`src/rtl/scan_pkg.sv`:
```
package scan_pkg;

    localparam int IR_W = 8;

    typedef enum logic [3:0] {
        ST_RESET, ST_IDLE,
        ST_SEL_DR, ST_CAP_DR, ST_SH_DR, ST_EX1_DR, ST_PA_DR, ST_EX2_DR, ST_UPD_DR,
        ST_SEL_IR, ST_CAP_IR, ST_SH_IR, ST_EX1_IR, ST_PA_IR, ST_EX2_IR, ST_UPD_IR
    } tap_state_e;

    typedef enum logic [1:0] {
        PATH_BYP = 2'd0,
        PATH_ID  = 2'd1,
        PATH_EXT = 2'd2
    } dr_path_e;

    typedef struct packed {
        dr_path_e path;
        logic     tmode;
        logic     outs_off;
    } op_dec_t;

    localparam logic [IR_W-1:0] OP_BYPASS = 8'b1111_1111;
    localparam logic [IR_W-1:0] OP_IDENT  = 8'b1000_0001;
    localparam logic [IR_W-1:0] OP_DRIVE  = 8'b0000_0000;
    localparam logic [IR_W-1:0] OP_OBSERVE = 8'b1000_0010;
    localparam logic [IR_W-1:0] OP_FLOAT  = 8'b0000_0110;
    localparam logic [IR_W-1:0] IR_FIXED  = 8'b1000_0001;

    function automatic tap_state_e tap_next(tap_state_e s, logic m);
        tap_state_e n;
        unique case (s)
            ST_RESET:  n = m ? ST_RESET  : ST_IDLE;
            ST_IDLE:   n = m ? ST_SEL_DR : ST_IDLE;
            ST_SEL_DR: n = m ? ST_SEL_IR : ST_CAP_DR;
            ST_CAP_DR: n = m ? ST_EX1_DR : ST_SH_DR;
            ST_SH_DR:  n = m ? ST_EX1_DR : ST_SH_DR;
            ST_EX1_DR: n = m ? ST_UPD_DR : ST_PA_DR;
            ST_PA_DR:  n = m ? ST_EX2_DR : ST_PA_DR;
            ST_EX2_DR: n = m ? ST_UPD_DR : ST_SH_DR;
            ST_UPD_DR: n = m ? ST_SEL_DR : ST_IDLE;
            ST_SEL_IR: n = m ? ST_RESET  : ST_CAP_IR;
            ST_CAP_IR: n = m ? ST_EX1_IR : ST_SH_IR;
            ST_SH_IR:  n = m ? ST_EX1_IR : ST_SH_IR;
            ST_EX1_IR: n = m ? ST_UPD_IR : ST_PA_IR;
            ST_PA_IR:  n = m ? ST_EX2_IR : ST_PA_IR;
            ST_EX2_IR: n = m ? ST_UPD_IR : ST_SH_IR;
            default:   n = m ? ST_SEL_DR : ST_IDLE;
        endcase
        return n;
    endfunction

    function automatic op_dec_t op_decode(logic [IR_W-1:0] op);
        op_dec_t d;
        d = '{path: PATH_BYP, tmode: 1'b0, outs_off: 1'b0};
        if (^op == 1'b0) begin
            unique case (op)
                OP_IDENT:   d.path = PATH_ID;
                OP_DRIVE:   begin d.path = PATH_EXT; d.tmode = 1'b1; end
                OP_OBSERVE: d.path = PATH_EXT;
                OP_FLOAT:   begin d.tmode = 1'b1; d.outs_off = 1'b1; end
                default:    d = d;
            endcase
        end
        return d;
    endfunction

endpackage

```
`src/rtl/scan_tap_fsm.sv`:
```
module scan_tap_fsm
    import scan_pkg::*;
(
    input  logic       tck,
    input  logic       rst,
    input  logic       tms,
    output tap_state_e state
);

    always_ff @(posedge tck) begin
        if (rst) state <= ST_RESET;
        else     state <= tap_next(state, tms);
    end


    reset_walk_chk: assert property (@(posedge tck) disable iff (rst)
        (tms && $past(tms) && $past(tms, 2) && $past(tms, 3) && $past(tms, 4))
        |=> (state == ST_RESET));


    reset_hold_chk: assert property (@(posedge tck) disable iff (rst)
        (state == ST_RESET && tms) |=> (state == ST_RESET));

endmodule

```
`src/rtl/scan_instr_reg.sv`:
```
module scan_instr_reg
    import scan_pkg::*;
(
    input  logic       tck,
    input  logic       rst,
    input  logic       tdi,
    input  tap_state_e state,
    output logic       ir_tdo,
    output op_dec_t    dec
);

    logic [IR_W-1:0] sh_q;
    logic [IR_W-1:0] act_q;

    always_ff @(posedge tck) begin
        if (rst) begin
            sh_q <= IR_FIXED;
        end else if (state == ST_CAP_IR) begin
            sh_q <= IR_FIXED;
        end else if (state == ST_SH_IR) begin
            sh_q <= {tdi, sh_q[IR_W-1:1]};
        end
    end

    always_ff @(negedge tck) begin
        if (rst || state == ST_RESET) act_q <= IR_FIXED;
        else if (state == ST_UPD_IR)  act_q <= sh_q;
    end

    assign ir_tdo = sh_q[0];
    assign dec    = op_decode(act_q);


    ir_capture_chk: assert property (@(posedge tck) disable iff (rst)
        (state == ST_CAP_IR) |=> (sh_q == IR_FIXED));


    odd_parity_chk: assert property (@(posedge tck) disable iff (rst)
        (^act_q) |-> (dec.path == PATH_BYP && !dec.tmode && !dec.outs_off));

endmodule

```
`src/rtl/scan_data_regs.sv`:
```
module scan_data_regs
    import scan_pkg::*;
#(
    parameter int              ID_W   = 32,
    parameter logic [ID_W-1:0] ID_VAL = 32'h0000_0001
) (
    input  logic       tck,
    input  logic       rst,
    input  logic       tdi,
    input  tap_state_e state,
    input  dr_path_e   path,
    input  logic       ir_tdo,
    input  logic       ext_tdo,
    output logic       tdo,
    output logic       tdo_en
);

    logic            byp_q;
    logic [ID_W-1:0] id_q;
    logic            dr_bit;
    logic            in_shift;

    always_ff @(posedge tck) begin
        if (rst) begin
            byp_q <= 1'b0;
            id_q  <= ID_VAL;
        end else begin
            unique case (state)
                ST_CAP_DR: begin
                    byp_q <= 1'b0;
                    id_q  <= ID_VAL;
                end
                ST_SH_DR: begin
                    byp_q <= tdi;
                    id_q  <= {tdi, id_q[ID_W-1:1]};
                end
                default: ;
            endcase
        end
    end

    always_comb begin
        unique case (path)
            PATH_ID:  dr_bit = id_q[0];
            PATH_EXT: dr_bit = ext_tdo;
            default:  dr_bit = byp_q;
        endcase
    end

    assign in_shift = (state == ST_SH_IR) || (state == ST_SH_DR);

    always_ff @(negedge tck) begin
        if (rst) begin
            tdo    <= 1'b0;
            tdo_en <= 1'b0;
        end else begin
            tdo_en <= in_shift;
            if (in_shift) tdo <= (state == ST_SH_IR) ? ir_tdo : dr_bit;
        end
    end


    tdo_en_shift_chk: assert property (@(posedge tck) disable iff (rst)
        tdo_en |-> (state == ST_SH_IR || state == ST_SH_DR));


    byp_shift_chk: assert property (@(posedge tck) disable iff (rst)
        (state == ST_SH_DR) |=> (byp_q == $past(tdi)));

endmodule

```
`src/rtl/scan_port_ctrl.sv`:
```
module scan_port_ctrl
    import scan_pkg::*;
#(
    parameter int              ID_W   = 32,
    parameter logic [ID_W-1:0] ID_VAL = 32'h2B61_904D
) (
    input  logic tck,
    input  logic rst,
    input  logic tms,
    input  logic tdi,
    input  logic ext_tdo,
    output logic tdo,
    output logic tdo_en,
    output logic capture_dr,
    output logic shift_dr,
    output logic update_dr,
    output logic sel_ext,
    output logic test_mode,
    output logic outs_off
);

    tap_state_e state;
    op_dec_t    dec;
    logic       ir_tdo;
    logic       active;

    scan_tap_fsm u_fsm (
        .tck   (tck),
        .rst   (rst),
        .tms   (tms),
        .state (state)
    );

    scan_instr_reg u_ir (
        .tck    (tck),
        .rst    (rst),
        .tdi    (tdi),
        .state  (state),
        .ir_tdo (ir_tdo),
        .dec    (dec)
    );

    scan_data_regs #(.ID_W(ID_W), .ID_VAL(ID_VAL)) u_dr (
        .tck     (tck),
        .rst     (rst),
        .tdi     (tdi),
        .state   (state),
        .path    (dec.path),
        .ir_tdo  (ir_tdo),
        .ext_tdo (ext_tdo),
        .tdo     (tdo),
        .tdo_en  (tdo_en)
    );

    assign active     = (state != ST_RESET);
    assign capture_dr = (state == ST_CAP_DR);
    assign shift_dr   = (state == ST_SH_DR);
    assign update_dr  = (state == ST_UPD_DR);
    assign sel_ext    = (dec.path == PATH_EXT);
    assign test_mode  = dec.tmode & active;
    assign outs_off   = dec.outs_off & active;


    instr_effect_chk: assert property (@(posedge tck) disable iff (rst)
        $rose(test_mode) |-> (state == ST_UPD_IR));


    reset_quiet_chk: assert property (@(posedge tck) disable iff (rst)
        (state == ST_RESET && $past(state) == ST_RESET) |-> (!test_mode && !outs_off));

endmodule

```
`config.mk`:
```
export PLATFORM = sky130hd
export DESIGN_NAME = scan_port_ctrl
export DESIGN_NICKNAME = d
export VERILOG_FILES = /design/src/rtl/scan_pkg.sv /design/src/rtl/scan_tap_fsm.sv /design/src/rtl/scan_instr_reg.sv /design/src/rtl/scan_data_regs.sv /design/src/rtl/scan_port_ctrl.sv
export SDC_FILE = /design/constraint.sdc
export NUM_CORES = 1
export LEC_CHECK = 0
export ABC_AREA = 1
export ABC_CLOCK_PERIOD_IN_PS = 2700
export BUFFER_PORTS_ARGS = -buffer_cell sky130_fd_sc_hd__clkbuf_2
export CAP_MARGIN = 20
export CORE_MARGIN = 3
export CORE_UTILIZATION = 25
export DETAILED_ROUTE_END_ITERATION = 7
export PLACE_DENSITY = 0.51
export SLEW_MARGIN = 20
export SYNTH_ARGS = -nofsm -noshare
export SYNTH_HDL_FRONTEND = slang
export SYNTH_SLANG_ARGS = --single-unit
```
`constraint.sdc`:
```
create_clock -name tck -period 2.7 [get_ports tck]
set_input_delay 0.27 -clock tck [delete_from_list [all_inputs] [get_ports tck]]
set_output_delay 0.27 -clock tck [all_outputs]
set_load 0.01 [all_outputs]
```
==> summary.md <==
| Metric | Value |
|---|---|
| Synthesized flop and latch total | 54 |
| Fin cells | 500 |
| Drt total wl | 5277 um |
| GRT Total Usage | 9.983% |
| Die Area | 10,920 um2 |
| # placed instances | 481 |
| Worst R2R End | u_dr.tdo |
| Area of placed instances | 2868 um2 |
| Layout cells sized above 1 | 24.80% |
| Clk buf depth | 2 |
| Routed length per instance | 10.55 um |
| Core area | 9328 um2 |
| Cells along the critical path | inv_2 -> ha_4 -> xor2_2 -> xnor2_1 -> inv_1 -> o21ai_2 -> inv_2 -> ha_4 -> buf_6 |
| Cts hold-fix bufs | 0 |
| Setup ws final | -0.6773 ns |
| Endpoint class of the critical path | primary output |
| Reg-to-Reg Start | u_fsm.state[1] |
| Die Span Y | 104.5 um |
| Req. time, crit path | 2.43 ns |
| Via/cell ratio | 4.332 |
| Worst R2R Path Depth | 7 |
| Pin count of the biggest net entering global routing | 26 |
| Via count | 2,166 |
| CTS clk-pin slew, worst paths | 0.10 ns |
| Largest area contributor in the netlist | dfxtp_1 |
| Lkg Pwr | 1.294 nW |
| Max-Cap Viols | 0 |
| Top area cells in the synthesized netlist | dfxtp_1 45%, nand2_1 13%, a21oi_1 6.8% |
| Die Wd | 104.5 um |
| Port bufs | 12 |
| TritonCTS clock tree | done |
| HP Class | in -> reg |
| Synth top cells by count | 87 x nand2_1, 54 x dfxtp_1, 33 x a21oi_1 |
| DP Wirelength | 3692 um |
| R2r setup slk | 0.18 ns |
| Hold path depth | 3 |
| Setup TNS | -1.964 ns |
| Crit-path max FO | 3 |
| Syn avg cell area | 7.461 um2 |
| WS Path Type | reg -> out |
| Crit path DAT | 3.11 ns |
| Detail Route Antenna Nets | 0 |
| Clock Latency Late Sink | 0.36 ns |
| P per Cell Area | 613.4 nW/um2 |
| Root Driver | clkbuf_8 |
| Htree depth | 2 |
| Unique masters post-synth | 24 |
| Clk sinks | 54 |
| Initial Util | 26.00% |
| Number of synthesized flops with an enable pin | 0 |
| YS warnings | 0 |
| Main synth FF type | dfxtp_1 |
| Synth top area share | 44.58% |
| Crit start category | flip-flop |
| Synth Net Count | 340 |
| Fin. Hold Viols | 0 |
| # IOs | 13 |
| Post-route cell area | 3064 um2 |
| Outcome | finished, violations left |
| Asr flop ratio synth | 0% |
| Cts bufs inserted | 5 |
| Relative slew slack | 66.33% |
| Layout Nets | 385 |
| Final setup fails | 3 |
| Ant diodes | 0 |
| Initial DRT Pass Iterations | 4 |
| Worst Clk Skew | 0.05914 ns |
| Gate Count Post-Synth | 325 |
| Syn-to-layout area delta | 26.37% |
| Total chip power | 1.879 mW |
| Worst-Margin Slew | 0.5039 ns |
| Row cnt | 35 |
| Initial DRC Count | 73 |
| Core Util, Final | 32.85% |
| Post-Syn Area | 2425 um2 |
| Vias in the first global route | 2,044 |
| Initial antenna violation count | 0 |
| Violated checks | negative setup slack |
| Worst setup path startpoint | u_ir.act_q[3] |
| Final RePlAce weighted congestion | 0.8534 |
| DRC errors left | 0 |
| First-pass GRT wire length | 9204 um |
| Sequential area share after synthesis | 44.58% |
| Pins Over Slew Limit | 0 |
| Global route overflow | 0 |
| Most numerous cell in the Yosys netlist | nand2_1 |
| Slowest cell on the critical path | dfxtp_2 |
| Hold Path Origin | tdi |
| Unrepaired setup endpoints after global routing | true |
| Critical path endpoint | sel_ext |
| Critical path's largest stage delay | 0.31 ns |
| VDD IR max | 0.0002180 V |
==> layout make-up <==
cell class                      count  area [um2]
Sequential cell                    54        1090
Timing Repair Buffer               44       306.5
Clock buffer                        6       72.57
Fill cell                         989        6264
Multi-Input combinational cell    224        1241
Inverter                           31       116.4
Clock inverter                     12       76.32
Tap cell                          129       161.4
==> power breakdown <==
part	switching, mW	internal (mW)	total [mW]
clock network	0.301	0.298	0.599
logic	0.252	0.153	0.405
registers	0.0327	0.843	0.875
total	0.586	1.29	1.88
==> layout by cell type, fill, tap and decap left out, types with 2 or more instances in the layout <==
master and n:
a211oi_2 6, a21oi_1 33, buf_4 32, clkbuf_2 11
clkbuf_8 5, dfxtp_1 47, dfxtp_2 7, ha_1 5
ha_4 5, inv_1 27, inv_2 13, nand2_1 86
nand3_1 26, nand4_1 4, nor2_1 24, nor2_2 5
o211ai_1 2, o21ai_0 6, o22ai_1 13
==> per-stage QoR <==
stage                     setup slack [ns]  hold WS (ns)
after floorplan                    -0.2330        0.3971
after global placement             -0.4113        0.4529
after detailed placement           -0.4353        0.4586
after CTS                          -0.7238        0.2148
after global routing               -0.7718        0.2097
final                              -0.6773        0.2175
==> critical path: cells and delay by family (launching register included) <==
kind,cells,cell delay [ns]
AO/OA/AOI/OAI,1,0.08
buffers and inverters,4,0.31
adder cells (fa/ha/maj),2,0.38
XOR/XNOR,2,0.31
flip-flops,1,0.31
==> flip-flops by register name, summed over array words and instances (netlist names) <==
| register | flops |
|---|---|
| u_dr.tdo | 1 |
| u_fsm.state | 4 |
| u_dr.id_q | 32 |
| u_ir.sh_q | 8 |
| u_ir.act_q | 8 |
| u_dr.tdo_en | 1 |
==> kinds of logic after synthesis <==
logic type      Yosys count  synth area share [%]
compound gates           62                 15.63
xor+xnor                  3                 1.084
fa+ha+maj                10                 5.160
buf+inv                  47                 8.101
flops                    54                 44.58
simple gates            149                 25.44
==> per-layer routing <==
| metal | share of wire (%) | wire [um] | global-route usage, % | vias up |
|---|---|---|---|---|
| li1 | - | - | - | 1151 |
| met1 | 52 | 2719 | 13.32 | 983 |
| met2 | 45 | 2360 | 16.14 | 30 |
| met3 | 3.2 | 171 | 2.793 | 2 |
| met4 | 0.49 | 26 | 1.994 | 0 |
| met5 | 0 | 0 | 0 | - |
==> what timing repair did <==
action	4_1_cts	5_1_grt
gates resized for setup	5	7
pin swaps	3	3
endpoints found under the setup margin	3	3
buffers inserted	1	1
==> worst min-delay path by stage <==
stage                               end  slack (ns)
after detailed placement   u_dr.id_q[4]        0.46
after floorplan            u_ir.sh_q[7]        0.40
after global routing       u_ir.sh_q[7]        0.21
after CTS                  u_ir.sh_q[7]        0.21
after global placement    u_dr.id_q[28]        0.45
final                      u_ir.sh_q[7]        0.22
Note: power is estimated with default switching activity, not from simulation.
